**src/rtl/boot_copy_pkg.sv**
```systemverilog
package boot_copy_pkg;
  typedef enum logic [2:0] {
    ST_WAIT,
    ST_WADDR,
    ST_WDATA,
    ST_CHECK,
    ST_RADDR,
    ST_RDATA,
    ST_HAND,
    ST_FIN
  } wr_state_t;

  localparam logic [1:0] TR_IDLE      = 2'b00;
  localparam logic [1:0] TR_NONSEQ    = 2'b10;
  localparam logic [2:0] SIZE_WORD    = 3'b010;
  localparam logic [2:0] BURST_SINGLE = 3'b000;
endpackage

```
**src/rtl/boot_lane_order.sv**
```systemverilog
module boot_lane_order #(
  parameter int DATA_W  = 32,
  parameter bit BIG_END = 1'b0
) (
  input  logic [DATA_W-1:0] din,
  output logic [DATA_W-1:0] dout
);
  localparam int LANES = DATA_W / 8;

  generate
    if (BIG_END) begin : g_keep
      assign dout = din;
    end else begin : g_swap
      for (genvar i = 0; i < LANES; i++) begin : g_lane
        assign dout[8*i +: 8] = din[DATA_W-8-8*i +: 8];
      end
    end
  endgenerate
endmodule

```
**src/rtl/boot_addr_step.sv**
```systemverilog
module boot_addr_step #(
  parameter int                ADDR_W = 32,
  parameter logic [ADDR_W-1:0] BASE   = '0,
  parameter int                STEP   = 4
) (
  input  logic              clk,
  input  logic              rst,
  input  logic              advance,
  output logic [ADDR_W-1:0] addr
);
  localparam logic [ADDR_W-1:0] INC = ADDR_W'(STEP);

  always_ff @(posedge clk) begin
    if (rst) addr <= BASE;
    else if (advance) addr <= addr + INC;
  end
endmodule

```
**src/rtl/boot_copy_fsm.sv**
```systemverilog
module boot_copy_fsm
  import boot_copy_pkg::*;
(
  input  logic      clk,
  input  logic      rst,
  input  logic      debug_bypass,
  input  logic      word_valid,
  input  logic      all_done,
  input  logic      check_done,
  input  logic      hready,
  input  logic      hresp,
  input  logic      rd_match,
  output wr_state_t state,
  output logic      ld_word,
  output logic      ld_first,
  output logic      advance,
  output logic [1:0] err,
  output logic      host_sel,
  output logic      proc_rel
);
  wr_state_t state_n;
  logic      first_seen_q;
  logic      set_resp_err, set_cmp_err;

  always_comb begin
    state_n      = state;
    ld_word      = 1'b0;
    advance      = 1'b0;
    set_resp_err = 1'b0;
    set_cmp_err  = 1'b0;
    unique case (state)
      ST_WAIT: begin
        if (debug_bypass) state_n = ST_HAND;
        else if (word_valid) begin
          ld_word = 1'b1;
          state_n = ST_WADDR;
        end else if (all_done) state_n = ST_CHECK;
      end
      ST_WADDR: if (hready) state_n = ST_WDATA;
      ST_WDATA: begin
        if (hresp) begin
          set_resp_err = 1'b1;
          state_n      = ST_FIN;
        end else if (hready) begin
          advance = 1'b1;
          state_n = ST_WAIT;
        end
      end
      ST_CHECK: if (check_done) state_n = ST_RADDR;
      ST_RADDR: if (hready) state_n = ST_RDATA;
      ST_RDATA: begin
        if (hresp) begin
          set_resp_err = 1'b1;
          state_n      = ST_FIN;
        end else if (hready) begin
          if (rd_match) state_n = ST_HAND;
          else begin
            set_cmp_err = 1'b1;
            state_n     = ST_FIN;
          end
        end
      end
      ST_HAND: state_n = ST_FIN;
      default: state_n = ST_FIN;
    endcase
  end

  assign ld_first = ld_word && !first_seen_q;

  always_ff @(posedge clk) begin
    if (rst) begin
      state        <= ST_WAIT;
      first_seen_q <= 1'b0;
      err          <= 2'b00;
      host_sel     <= 1'b0;
      proc_rel     <= 1'b0;
    end else begin
      state <= state_n;
      if (ld_word) first_seen_q <= 1'b1;
      if (set_resp_err) err[0] <= 1'b1;
      if (set_cmp_err) err[1] <= 1'b1;
      if (state_n == ST_HAND) host_sel <= 1'b1;
      if (state == ST_HAND) proc_rel <= 1'b1;
    end
  end
endmodule

```
**src/rtl/boot_copy_ahb_writer.sv**
```systemverilog
module boot_copy_ahb_writer
  import boot_copy_pkg::*;
#(
  parameter int                ADDR_W    = 32,
  parameter int                DATA_W    = 32,
  parameter logic [ADDR_W-1:0] BASE_ADDR = '0,
  parameter bit                BIG_END   = 1'b0
) (
  input  logic              clk,
  input  logic              rst,
  input  logic              debug_bypass,
  input  logic              word_valid,
  input  logic [DATA_W-1:0] word_data,
  input  logic              all_done,
  input  logic              check_done,
  output logic [ADDR_W-1:0] haddr,
  output logic [1:0]        htrans,
  output logic              hwrite,
  output logic [2:0]        hsize,
  output logic [2:0]        hburst,
  output logic [DATA_W-1:0] hwdata,
  input  logic [DATA_W-1:0] hrdata,
  input  logic              hready,
  input  logic              hresp,
  output logic [1:0]        err,
  output logic              host_sel,
  output logic              proc_rst_n
);
  localparam int BYTES = DATA_W / 8;

  wr_state_t         state;
  logic              ld_word, ld_first, advance, proc_rel;
  logic [DATA_W-1:0] ordered, word_q, first_q;
  logic [ADDR_W-1:0] wr_addr;
  logic              rd_match;

  boot_lane_order #(.DATA_W(DATA_W), .BIG_END(BIG_END)) u_order (
    .din (word_data),
    .dout(ordered)
  );

  boot_addr_step #(.ADDR_W(ADDR_W), .BASE(BASE_ADDR), .STEP(BYTES)) u_addr (
    .clk    (clk),
    .rst    (rst),
    .advance(advance),
    .addr   (wr_addr)
  );

  always_ff @(posedge clk) begin
    if (rst) begin
      word_q  <= '0;
      first_q <= '0;
    end else begin
      if (ld_word) word_q <= ordered;
      if (ld_first) first_q <= ordered;
    end
  end

  assign rd_match = (hrdata == first_q);

  boot_copy_fsm u_fsm (
    .clk         (clk),
    .rst         (rst),
    .debug_bypass(debug_bypass),
    .word_valid  (word_valid),
    .all_done    (all_done),
    .check_done  (check_done),
    .hready      (hready),
    .hresp       (hresp),
    .rd_match    (rd_match),
    .state       (state),
    .ld_word     (ld_word),
    .ld_first    (ld_first),
    .advance     (advance),
    .err         (err),
    .host_sel    (host_sel),
    .proc_rel    (proc_rel)
  );

  assign htrans     = (state == ST_WADDR || state == ST_RADDR) ? TR_NONSEQ : TR_IDLE;
  assign hwrite     = (state == ST_WADDR);
  assign haddr      = (state == ST_RADDR) ? BASE_ADDR : wr_addr;
  assign hwdata     = word_q;
  assign hsize      = SIZE_WORD;
  assign hburst     = BURST_SINGLE;
  assign proc_rst_n = proc_rel;
endmodule

```
**config.mk**
```make
export PLATFORM = sky130hd
export DESIGN_NAME = boot_copy_ahb_writer
export DESIGN_NICKNAME = d
export VERILOG_FILES = /design/src/rtl/boot_copy_pkg.sv /design/src/rtl/boot_lane_order.sv /design/src/rtl/boot_addr_step.sv /design/src/rtl/boot_copy_fsm.sv /design/src/rtl/boot_copy_ahb_writer.sv
export SDC_FILE = /design/constraint.sdc
export NUM_CORES = 1
export LEC_CHECK = 0
export ABC_AREA = 1
export BUFFER_PORTS_ARGS = -buffer_cell sky130_fd_sc_hd__buf_2
export CAP_MARGIN = 25
export CORE_MARGIN = 2
export CORE_UTILIZATION = 54
export CTS_CLUSTER_SIZE = 20
export DETAILED_ROUTE_END_ITERATION = 10
export PLACE_DENSITY = 0.81
export RECOVER_POWER = 25
export SLEW_MARGIN = 20
export SYNTH_ARGS = -nofsm -noshare
export SYNTH_HDL_FRONTEND = slang
export SYNTH_HIERARCHICAL = 1
export SYNTH_SLANG_ARGS = --single-unit
export TNS_END_PERCENT = 20
```
**constraint.sdc**
```tcl
create_clock -name clk -period 2.6 [get_ports clk]
set_clock_uncertainty 0.1 [all_clocks]
set_input_delay 0.26 -clock clk [delete_from_list [all_inputs] [get_ports clk]]
set_output_delay 0.26 -clock clk [all_outputs]
set_load 0.02 [all_outputs]
```
Word level (Yosys, flattened, before mapping)
Cells that the tools add are included.
{ "op_classes": {"add_sub_neg": 1, "n_eq_ne": 8, "muxes": 26, "reduce_logical": 5} }
{ "ops": {"columns": ["cell", "count"], "rows": [
  ["32-bit by 3-bit adder with 32-bit output (second input constant)", 1],
  ["32-bit == test", 1],
  ["32-bit two-way mux", 1],
  ["3-bit two-way mux", 10],
  ["3-bit case mux with 6 select lines", 1],
  ["1-bit two-way mux", 13],
  ["3-bit == test (second input constant)", 4],
  ["3-bit by 2-bit == test with 1-bit output (second input constant)", 2],
  ["3-bit by 1-bit == test with 1-bit output (second input constant)", 1],
  ["3-bit zero test", 1],
  ["2-bit two-way mux", 1],
  ["2-bit OR reduction", 1],
  ["1-bit logical AND", 1],
  ["1-bit zero test", 1],
  ["1-bit logical OR", 1]
]} }
{ "word_totals": {"regBits": 104, "inputBits": 72, "out_inout_bits": 77} }

Depth between registers and ports, before layout
{ "logic_depth": {"ltp_word": 6, "depth_mapped": 16} }

Modules after synthesis
Netlist, hierarchy kept.
{ "modules_own_cells": {"columns": ["module", "n_inst", "cells_per_inst", "area_each_um2"], "rows": [
  ["boot_copy_ahb_writer", 1, 509, 3283.1],
  ["boot_addr_step", 1, 272, 1689.1],
  ["boot_copy_fsm", 1, 82, 538.0],
  ["boot_lane_order", 1, 32, 240.2]
]} }

Worst setup path after synthesis
Ideal clock, no wire load.
{ "synth_timing": {"kind": "register to register", "start": "register u_fsm.state[1]", "end": "register first_q[16]", "arrival_time_ps": 1613, "t_required_ps": 2378, "slack_ps": 765, "path_stages_with_launch": 9, "cell_sequence": "dfxtp_1 > buf_6 > nor2_4 > nand2_2 > nor4_1 > inv_2 > buf_4 > nor2_1 > a211oi_2"} }
{ "synth_between": {"elab_chain_cells": 3} }
{ "synth_lines": {"columns": ["item", "line_no", "rtl"], "rows": [
  ["from (decl)", "boot_copy_fsm.sv:13", "output wr_state_t state,"],
  ["from (signal assigned)", "boot_copy_fsm.sv:78", "state <= state_n;"],
  ["3-bit zero test", "boot_copy_fsm.sv:31", "unique case (state)"],
  ["1-bit two-way mux", "boot_copy_fsm.sv:31", null],
  ["1-bit logical AND", "boot_copy_fsm.sv:68", "assign ld_first = ld_word && !first_seen_q;"],
  ["via ld_first", "boot_copy_ahb_writer.sv:32", "logic ld_word, ld_first, advance, proc_rel;"],
  ["to (signal assigned)", "boot_copy_ahb_writer.sv:55", "if (ld_first) first_q <= ordered;"],
  ["to (decl)", "boot_copy_ahb_writer.sv:33", "logic [DATA_W-1:0] ordered, word_q, first_q;"]
]} }
The timed path passes the listed nets, and every way through them passes these cells.
A chain may end at the register's enable or synchronous reset.

Worst setup path in the final report
{ "layout_timing": {"start": "register u_fsm.state[1]", "end": "register first_q[27]"} }
The elaborated chain is that of the path after synthesis.

==> key figures <==
Yosys
  • Seq cells post-synth: 102
  • Post-synthesis cell area: 0.005751 mm2
  • Sequential share of the synthesized area: 35.51%
  • Netlist cell types: 33
  • Synth Instances: 895
  • Synth warn: 6
  • Synthesized area per cell: 6.425 um2

Run
  • Max Cap Viol: 0

Drt
  • DRT antenna net count: 0
  • DR pass1 iterations: 5
  • Avg WL per Cell: 11.46 um
  • Starting DRC count in detailed routing: 321
  • Via-to-Cell Ratio: 4.809
  • # DRC: 0
  • Total Routed Length: 12930 um
  • Via count: 5425

Cells and area
  • Area growth, synth to finish: 11.25%
  • Filler cells: 1013
  • Final net count: 1060
  • Share of layout cells above drive strength 1: 17.86%

Critical path
  • Startpoint Class: flip-flop
  • Data required, critical path: 2.70 ns
  • CP max FO: 51
  • Worst Setup End Kind: flip-flop
  • CP startpoint: u_fsm/state[1]
  • Start of the worst register-to-register path: u_fsm/state[1]
  • CP arrival: 2.35 ns
  • Kind of critical path: reg2reg

Power
  • LEAKAGE: 0.002837 uW
  • Max VDD drop: 0.5760 mV
  • Overall power: 4261 uW
  • PwrDens: 666.0 mW/mm2

Placement
  • Final Wtd Congestion: 0.9054
  • IO buf count: 139
  • Dpl hpwl: 9372 um

Timing
  • Final worst path period share: 86.56%
  • Fin. Hold Viols: 0
  • Slew at the pin with the worst max-slew slack: 0.9737 ns
  • Final min period: 2.250 ns
  • Final Setup Violations: 0
  • Final TNS setup: 0 ns
  • Slew Limit Fails: 0
  • Slew HR: 34.99%
  • WHS: 0.05245 ns
  • FMAX: 444.4 MHz
  • RSZ-0062 raised after global routing: no

Min path
  • Worst hold path class: in2reg
  • Hold Startpoint: word_data[8]

Die
  • Starting Density: 55.70%
  • Die ar.: 0.01149 mm2
  • Die Width: 107.2 um
  • DIE HEIGHT: 107.2 um
  • # rows: 37
  • Boundary pin count: 149
  • Core outline area: 0.01032 mm2

GRT
  • First-pass GRT wire length: 21060 um
  • Initial antenna violation count: 2
  • Total global-route track usage: 22.42%
  • Largest net degree at the start of global routing: 79
  • Vias in the first global route: 4677
  • Remaining Overflow, GRT: 0

CTS
  • Setup repair bufs after CTS: 0
  • CTS tree: built
  • Clock sinks: 102
  • CTS H-Tree Depth: 3
  • Post-CTS sizing: 0
  • CTS buffer count: 9
  • Max clock buf depth: 2
  • Clock Latency Late Sink: 0.36 ns
  • Hold buffers post-CTS: 0
  • CTS root buffer: clkbuf_8
  • Worst-path clk slew: 0.10 ns

Status
  • Status: finished clean
stage by stage:
step | worst slack, ns | area [um2] | std cells | util, %
detailed placement | 0.4972 | 6210 | 1112 | 60.15
CTS | 0.3922 | 6454 | 1127 | 62.51
finish | 0.3496 | 6397 | 1128 | 61.97
global route | 0.1432 | 6397 | 1128 | 61.97
global placement | 0.3829 | 6198 | 1111 | 60.04
floorplan | 0.7652 | 5773 | 901 | -
cell type report:
| class | count | area [um2] | share of cell area [%] |
|---|---|---|---|
| Multi-Input combinational cell | 602 | 2749 | 42.97 |
| Sequential cell | 102 | 2042 | 31.92 |
| Clock buffer | 10 | 137.6 | 2.151 |
| Antenna cell | 1 | 2.502 | 0.03912 |
| Inverter | 127 | 478.0 | 7.471 |
| Clock inverter | 5 | 106.4 | 1.662 |
| Timing Repair Buffer | 145 | 711.9 | 11.13 |
| Tap cell | 136 | 170.2 | 2.660 |
metal layers:
metal / part of all wire, % / GRT usage, %
met3: 5.6 / 3.526
met4: 2.2 / 8.627
met2: 44 / 35.31
met5: 0.093 / 0
met1: 48 / 30.81
worst max-delay path, cell delays in order (launching register included):
cell      delay, ns
dfxtp_1        0.38
buf_4          0.18
nor2_1         0.26
nand2_2        0.16
nor4_2         0.24
inv_2          0.43
nor2_1         0.27
a211oi_2       0.05
power breakdown:
group | switching, uW | leakage (uW) | internal, uW
Combinational | 793 | 0.00189 | 401
Sequential | 125 | 0.000828 | 1730
Clock | 550 | 0.000119 | 665
synthesized netlist by cell type (all sizes together):
| library cell | count | area share [%] |
|---|---|---|
| a211oi | 20 | 4.3 |
| clkbuf | 4 | 0.26 |
| nand3 | 36 | 3.5 |
| ha | 1 | 0.22 |
| nor3 | 9 | 0.87 |
| buf | 66 | 8.5 |
| inv | 127 | 8.3 |
| nor4 | 1 | 0.11 |
| a31oi | 1 | 0.11 |
| nand3b | 1 | 0.13 |
| a21oi | 60 | 5.2 |
| nor3b | 1 | 0.13 |
| o21a | 1 | 0.13 |
| dfxtp | 102 | 36 |
| nand2 | 258 | 17 |
| conb | 3 | 0.20 |
| or2 | 1 | 0.11 |
| and2 | 1 | 0.11 |
| o21ai | 10 | 0.87 |
| xor2 | 3 | 0.46 |
| nand4 | 9 | 0.98 |
| nor2 | 180 | 13 |
state kept, by name, indices dropped and copies added (netlist names):
name                flops
u_fsm/state             3
u_fsm/err               2
u_addr/addr            30
u_fsm/proc_rel          1
u_fsm/first_seen_q      1
first_q                32
hwdata                 32
u_fsm/host_sel          1
path summary, 6_finish.rpt:
kind         slack [ns]  cells after the start             end
max reg2reg        0.35                      7     first_q[27]
min                0.05                      3      hwdata[16]
min reg2reg        0.36                      2  u_fsm/host_sel
max                0.35                      7     first_q[27]
placed cells by master (no fill, tap or decap), types with 3 or more instances in the layout:
master       n
bufinv_16    3
conb_1       9
nand4_1      9
nand2_2      7
nor2_4       4
buf_4        4
nand2_1    251
clkbuf_1    36
nand3_2      3
nor2_2      11
a21oi_1     60
nor3_1       8
nand3_1     33
a211oi_2    19
inv_1      121
buf_2      103
nor2_1     165
clkbuf_8    10
inv_2        5
dfxtp_1    102
xor2_1       3
o21ai_0     10
kinds of logic after synthesis:
kind of cell / Yosys count / share of synthesized area (%)
AO/OA/AOI/OAI: 92 / 10.60
XOR/XNOR: 3 / 0.4570
adder cells (fa/ha/maj): 1 / 0.2175
buffers and inverters: 197 / 17.08
flip-flops: 102 / 35.51
other: 3 / 0.1958
AND/OR/NAND/NOR: 497 / 35.94
(Power assumes the default switching activity.)
